==> src/rtl/pcseq_pkg.sv <==
package pcseq_pkg;

  // Strobes that the control unit sends to the address datapath.
  typedef struct packed {
    logic incr;     // advance the counter by one
    logic loadTgt;  // take the branch target
    logic loadTop;  // take the top return-stack entry
    logic push;     // store current address on the stack
    logic pop;      // drop the top stack entry
  } pcStrobes_t;

endpackage

==> src/rtl/pcseq_ctrl.sv <==
module pcseq_ctrl
  import pcseq_pkg::*;
(
  input  logic       clk,
  input  logic       rst_n,
  input  logic       advance,
  input  logic       callReq,
  input  logic       jumpReq,
  input  logic       retReq,
  input  logic       skipReq,
  output pcStrobes_t strb,
  output logic       flush
);

  logic flushQ;
  logic anyReq;
  logic takenBr;

  assign anyReq  = callReq | jumpReq | retReq | skipReq;
  assign takenBr = advance & ~flushQ & anyReq;

  always_comb begin
    strb = '0;
    if (advance) begin
      if (flushQ) begin
        strb.incr = 1'b1;
      end else if (callReq) begin
        strb.loadTgt = 1'b1;
        strb.push    = 1'b1;
      end else if (jumpReq) begin
        strb.loadTgt = 1'b1;
      end else if (retReq) begin
        strb.loadTop = 1'b1;
        strb.pop     = 1'b1;
      end else begin
        strb.incr = 1'b1;
      end
    end
  end

  always_ff @(posedge clk or negedge rst_n) begin
    if (!rst_n)       flushQ <= 1'b0;
    else if (advance) flushQ <= takenBr;
  end

  assign flush = flushQ;

  assert_flush_after_branch_R3: assert property (@(posedge clk) disable iff (!rst_n)
    (advance && !flush && (jumpReq || callReq || retReq || skipReq)) |=> flush);

  assert_flush_single_R7: assert property (@(posedge clk) disable iff (!rst_n)
    (advance && flush) |=> !flush);

  assert_hold_flush_R8: assert property (@(posedge clk) disable iff (!rst_n)
    !advance |=> $stable(flush));

  assert_one_source_R9: assert property (@(posedge clk) disable iff (!rst_n)
    $onehot0({strb.incr, strb.loadTgt, strb.loadTop}));

endmodule

==> src/rtl/pcseq_datapath.sv <==
module pcseq_datapath
  import pcseq_pkg::*;
#(
  parameter int ADDR_W    = 11,
  parameter int PROG_BITS = 11,
  parameter int DEPTH     = 4
) (
  input  logic              clk,
  input  logic              rst_n,
  input  pcStrobes_t        strb,
  input  logic [ADDR_W-1:0] target,
  output logic [ADDR_W-1:0] fetchAddr
);

  localparam int SP_W = $clog2(DEPTH);
  localparam logic [ADDR_W-1:0] MASK = ADDR_W'((64'd1 << PROG_BITS) - 64'd1);

  logic [ADDR_W-1:0]             pcQ;
  logic [ADDR_W-1:0]             pcNext;
  logic [SP_W-1:0]               spQ;
  logic [SP_W-1:0]               topIdx;
  logic [DEPTH-1:0][ADDR_W-1:0]  stkFlat;
  logic [ADDR_W-1:0]             topVal;

  assign topIdx = spQ - 1'b1;
  assign topVal = stkFlat[topIdx];

  // One register per stack level.
  for (genvar g = 0; g < DEPTH; g++) begin : gen_level
    logic [ADDR_W-1:0] entryQ;
    always_ff @(posedge clk or negedge rst_n) begin
      if (!rst_n)                              entryQ <= '0;
      else if (strb.push && spQ == SP_W'(g))   entryQ <= pcQ;
    end
    assign stkFlat[g] = entryQ;
  end

  always_comb begin
    pcNext = pcQ;
    if (strb.loadTgt)      pcNext = target & MASK;
    else if (strb.loadTop) pcNext = topVal & MASK;
    else if (strb.incr)    pcNext = (pcQ + 1'b1) & MASK;
  end

  always_ff @(posedge clk or negedge rst_n) begin
    if (!rst_n) begin
      pcQ <= MASK;
      spQ <= '0;
    end else begin
      pcQ <= pcNext;
      if (strb.push)     spQ <= spQ + 1'b1;
      else if (strb.pop) spQ <= spQ - 1'b1;
    end
  end

  assign fetchAddr = pcQ;

  assert_incr_R2: assert property (@(posedge clk) disable iff (!rst_n)
    strb.incr |=> pcQ == (($past(pcQ) + 1'b1) & MASK));

  assert_target_R3: assert property (@(posedge clk) disable iff (!rst_n)
    strb.loadTgt |=> pcQ == ($past(target) & MASK));

  assert_push_R4: assert property (@(posedge clk) disable iff (!rst_n)
    strb.push |=> stkFlat[$past(spQ)] == $past(pcQ));

  assert_pop_R5: assert property (@(posedge clk) disable iff (!rst_n)
    strb.loadTop |=> pcQ == ($past(topVal) & MASK));

  assert_hold_R8: assert property (@(posedge clk) disable iff (!rst_n)
    (strb == '0) |=> ($stable(pcQ) && $stable(spQ)));

  assert_upper_zero_R11: assert property (@(posedge clk) disable iff (!rst_n)
    (pcQ & ~MASK) == '0);

endmodule

==> src/rtl/pc_seq.sv <==
module pc_seq
  import pcseq_pkg::*;
#(
  parameter int ADDR_W    = 11,
  parameter int PROG_BITS = 11,
  parameter int DEPTH     = 4
) (
  input  logic              clk,
  input  logic              rst_n,
  input  logic              advance,
  input  logic              callReq,
  input  logic              jumpReq,
  input  logic              retReq,
  input  logic              skipReq,
  input  logic [ADDR_W-1:0] target,
  output logic [ADDR_W-1:0] fetchAddr,
  output logic              flush
);

  pcStrobes_t strb;

  pcseq_ctrl u_ctrl (
    .clk     (clk),
    .rst_n   (rst_n),
    .advance (advance),
    .callReq (callReq),
    .jumpReq (jumpReq),
    .retReq  (retReq),
    .skipReq (skipReq),
    .strb    (strb),
    .flush   (flush)
  );

  pcseq_datapath #(
    .ADDR_W    (ADDR_W),
    .PROG_BITS (PROG_BITS),
    .DEPTH     (DEPTH)
  ) u_dp (
    .clk       (clk),
    .rst_n     (rst_n),
    .strb      (strb),
    .target    (target),
    .fetchAddr (fetchAddr)
  );

endmodule

==> config.mk <==
export PLATFORM = sky130hd
export DESIGN_NAME = pc_seq
export DESIGN_NICKNAME = d
export VERILOG_FILES = /design/src/rtl/pcseq_pkg.sv /design/src/rtl/pcseq_ctrl.sv /design/src/rtl/pcseq_datapath.sv /design/src/rtl/pc_seq.sv
export SDC_FILE = /design/constraint.sdc
export NUM_CORES = 1
export LEC_CHECK = 0
export BUFFER_PORTS_ARGS = -buffer_cell sky130_fd_sc_hd__buf_4
export CAP_MARGIN = 20
export CELL_PAD_IN_SITES_DETAIL_PLACEMENT = 1
export CELL_PAD_IN_SITES_GLOBAL_PLACEMENT = 1
export CORE_UTILIZATION = 43
export CTS_CLUSTER_SIZE = 14
export DETAILED_ROUTE_END_ITERATION = 6
export HOLD_SLACK_MARGIN = 0.05
export PLACE_DENSITY_LB_ADDON = 0.1
export SKIP_CTS_REPAIR_TIMING = 1
export SYNTH_ARGS = -nofsm -noshare
export SYNTH_HDL_FRONTEND = slang
export SYNTH_HIERARCHICAL = 1
export SYNTH_SLANG_ARGS = --single-unit
==> constraint.sdc <==
create_clock -name clk -period 1.72 [get_ports clk]
set_input_delay 0.258 -clock clk [delete_from_list [all_inputs] [get_ports clk]]
set_output_delay 0.258 -clock clk [all_outputs]
set_load 0.05 [all_outputs]
==> impl_metrics.tcl <==
set metrics [dict create \
    status "finished, final reports clean" \
    tightest_slew_ps 391 \
    synthCells 219 \
    powerDensity_nw_per_um2 1860 \
    rsz0062_at_grt "no" \
    core_um2 6390 \
    synth_seq_area_share_pct 51.0 \
    clkTransAtPathRegs_ps 60 \
    place.gp.congestion 0.739 \
    setup.worst_path.class "reg2reg" \
    worst_hold_slack_ps 141 \
    cp_max_fo 9 \
    clock_sinks 58 \
    clk_latency_ps 340 \
    antenna_cells 0 \
    placed_cell_area_um2 3340 \
    p_leak_uw 0.00157 \
    design_area_um2 3550 \
    drv_slew 0 \
    start_util_pct 45.0 \
    drive_gt1_share_pct 51.3 \
    ys_warn_count 6 \
    worstPathArrival_ps 1910 \
    cts_root_buf "clkbuf_8" \
    synth.area.top_cells "dfrtp_1 (41%), mux2_2 (16%), dfstp_2 (10%)" \
    ys_ff_latch 58 \
    post-route-util_pct 55.7 \
    yosys.area.top_type "dfrtp_1" \
    drc_errors 0 \
    ys_types 34 \
    wl_per_cell_um 20.4 \
    cts_buffers 9 \
    timing.final.crit_period_ps 1660 \
    rows 29 \
    end_kind "flop" \
    hold_violations 0 \
    grt_max_degree 26 \
    vias 1955 \
    nets 295 \
    syn_avg_cell_area_um2 13.1 \
    start_kind "flop" \
    drv_cap 0 \
    die_w_um 83.8 \
    clock_skew_ps 7.92 \
    synth_fp_nets 242 \
    yosysTopAreaCellShare_pct 40.9 \
    grt-ovfl-total 0 \
    setup_slack_ps 63.8 \
    die-height_um 83.8 \
    port-buffer-count 29 \
    fp.dieArea_um2 7010 \
    slew_headroom_pct 73.9 \
    fill_cells 674 \
    syn2layout_area_growth_pct 23.7 \
    grt_antenna_before_repair 0 \
    finalCritPeriodShare_pct 96.3 \
    drt-initial-drc-count 126 \
    cts_tree "yes" \
    dp_hpwl_um 5160 \
    ir_drop_v 0.000908 \
    worst-endpoint-required_ps 1980 \
    first_global_vias 2228 \
    pre_cts_slack_ps 69.1 \
    final_common_cell "buf_4" \
    fmax_ghz 0.604 \
    hold_class "in2reg" \
    timing.setup.tns_ps 0 \
    finalSetupViolations 0 \
    syn_area_um2 2870 \
    antenna_left 0 \
    via_per_inst 5.52 \
    io_pins 30 \
    firstDrtPassIters 4 \
    grt_pass1_wl_um 11900 \
    htree_levels 3 \
    wl_um 7210 \
    layout_common_cells "buf_4 (55), dfrtp_1 (45), mux2_2 (40), nand2_1 (21), clkbuf_8 (11)" \
    grt_usage_pct 22.8 \
    cts_buffer_depth 2 \
]
-- report_power, final --
part | leakage, uW | total [uW] | switching [uW] | internal, uW
clock | 0.000103 | 1280 | 539 | 745
sequential | 0.000692 | 2450 | 382 | 2070
combinational | 0.000772 | 2880 | 1430 | 1450
-- routing by layer --
metal	vias up	track usage, %	wire length (um)
met5	-	0	0
met4	0	8.01	103
met1	1013	30.6	3300
met3	9	3.96	220
li1	905	-	-
met2	28	37.5	3580
-- worst paths after layout --
check / start / to / slack (ps) / cells after the start
worst max-delay path: u_dp/spQ[0] / u_dp/fetchAddr[10] / 60 / 6
worst min-delay path: target[0] / u_dp/fetchAddr[0] / 140 / 3
worst max register to register: u_dp/spQ[0] / u_dp/fetchAddr[10] / 60 / 6
worst min register to register: u_dp/gen_level[3].entryQ[8] / u_dp/gen_level[3].entryQ[8] / 490 / 2
max in group asynchronous: rst_n / u_dp/fetchAddr[3] / 800 / 3
min in group asynchronous: rst_n / u_dp/gen_level[2].entryQ[1] / 340 / 2
-- logic make-up (layout without fill, tap and decap cells) --
logic type,count (synthesis),count (layout),share of synthesized area [%]
AOI/OAI and AO/OA,26,26,6.23
xor gates and xnor gates,10,10,3.05
adders and majority gates,5,5,2.18
buffers and inverters,20,78,3.57
DFF,58,58,51.0
muxes,54,54,25.6
and+or+nand+nor,46,46,8.40
-- worst max-delay path, cell delays in order (launching register included) --
cell and delay [ps]:
dfrtp_2 360, inv_1 80, ha_4 370, mux4_2 320, inv_1 100, o22ai_1 80, a221o_1 270
-- flip-flops by register name, indices dropped and copies added (netlist names) --
register and count:
u_ctrl/flush 1, u_dp/fetchAddr 11, u_dp/gen_level.entryQ 44, u_dp/spQ 2
-- final cells by class --
class | count | area, um2 | area share [%]
Inverter | 5 | 18.8 | 0.528
Clock buffer | 13 | 159 | 4.47
Clock inverter | 3 | 40.0 | 1.13
Multi-Input combinational cell | 141 | 1330 | 37.3
Sequential cell | 58 | 1470 | 41.4
Timing Repair Buffer | 57 | 443 | 12.5
Tap cell | 77 | 96.3 | 2.71
-- cells in the mapped netlist --
| cell | instances |
|---|---|
| mux4_2 | 9 |
| and3_1 | 1 |
| o221a_2 | 2 |
| and3b_2 | 1 |
| o21a_1 | 1 |
| nor3b_1 | 2 |
| buf_2 | 9 |
| nor4_2 | 1 |
| xor2_1 | 4 |
| clkbuf_1 | 2 |
| mux4_1 | 2 |
| inv_1 | 5 |
| dfrtp_1 | 47 |
| o22ai_1 | 6 |
| ha_1 | 5 |
| nor3_1 | 4 |
| o41ai_2 | 1 |
| nand4_1 | 6 |
| o21ai_1 | 2 |
| mux2i_1 | 3 |
| and4b_1 | 1 |
| a21oi_1 | 7 |
| buf_4 | 2 |
| nand2_1 | 21 |
| nand4_4 | 1 |
| xnor2_1 | 6 |
| nor2_1 | 8 |
| clkbuf_2 | 1 |
| dfstp_2 | 11 |
| a221oi_2 | 1 |
| a221o_1 | 1 |
| buf_6 | 1 |
| o21ai_0 | 5 |
| mux2_2 | 40 |
-- stage by stage --
step | instances | power [uW]
global placement | 337 | 5250
detailed placement | 337 | 5360
finish | 354 | 6620
floorplan | 219 | 4460
global route | 354 | 7030
CTS | 353 | 6650
Note: power is estimated with default switching activity, not from simulation.
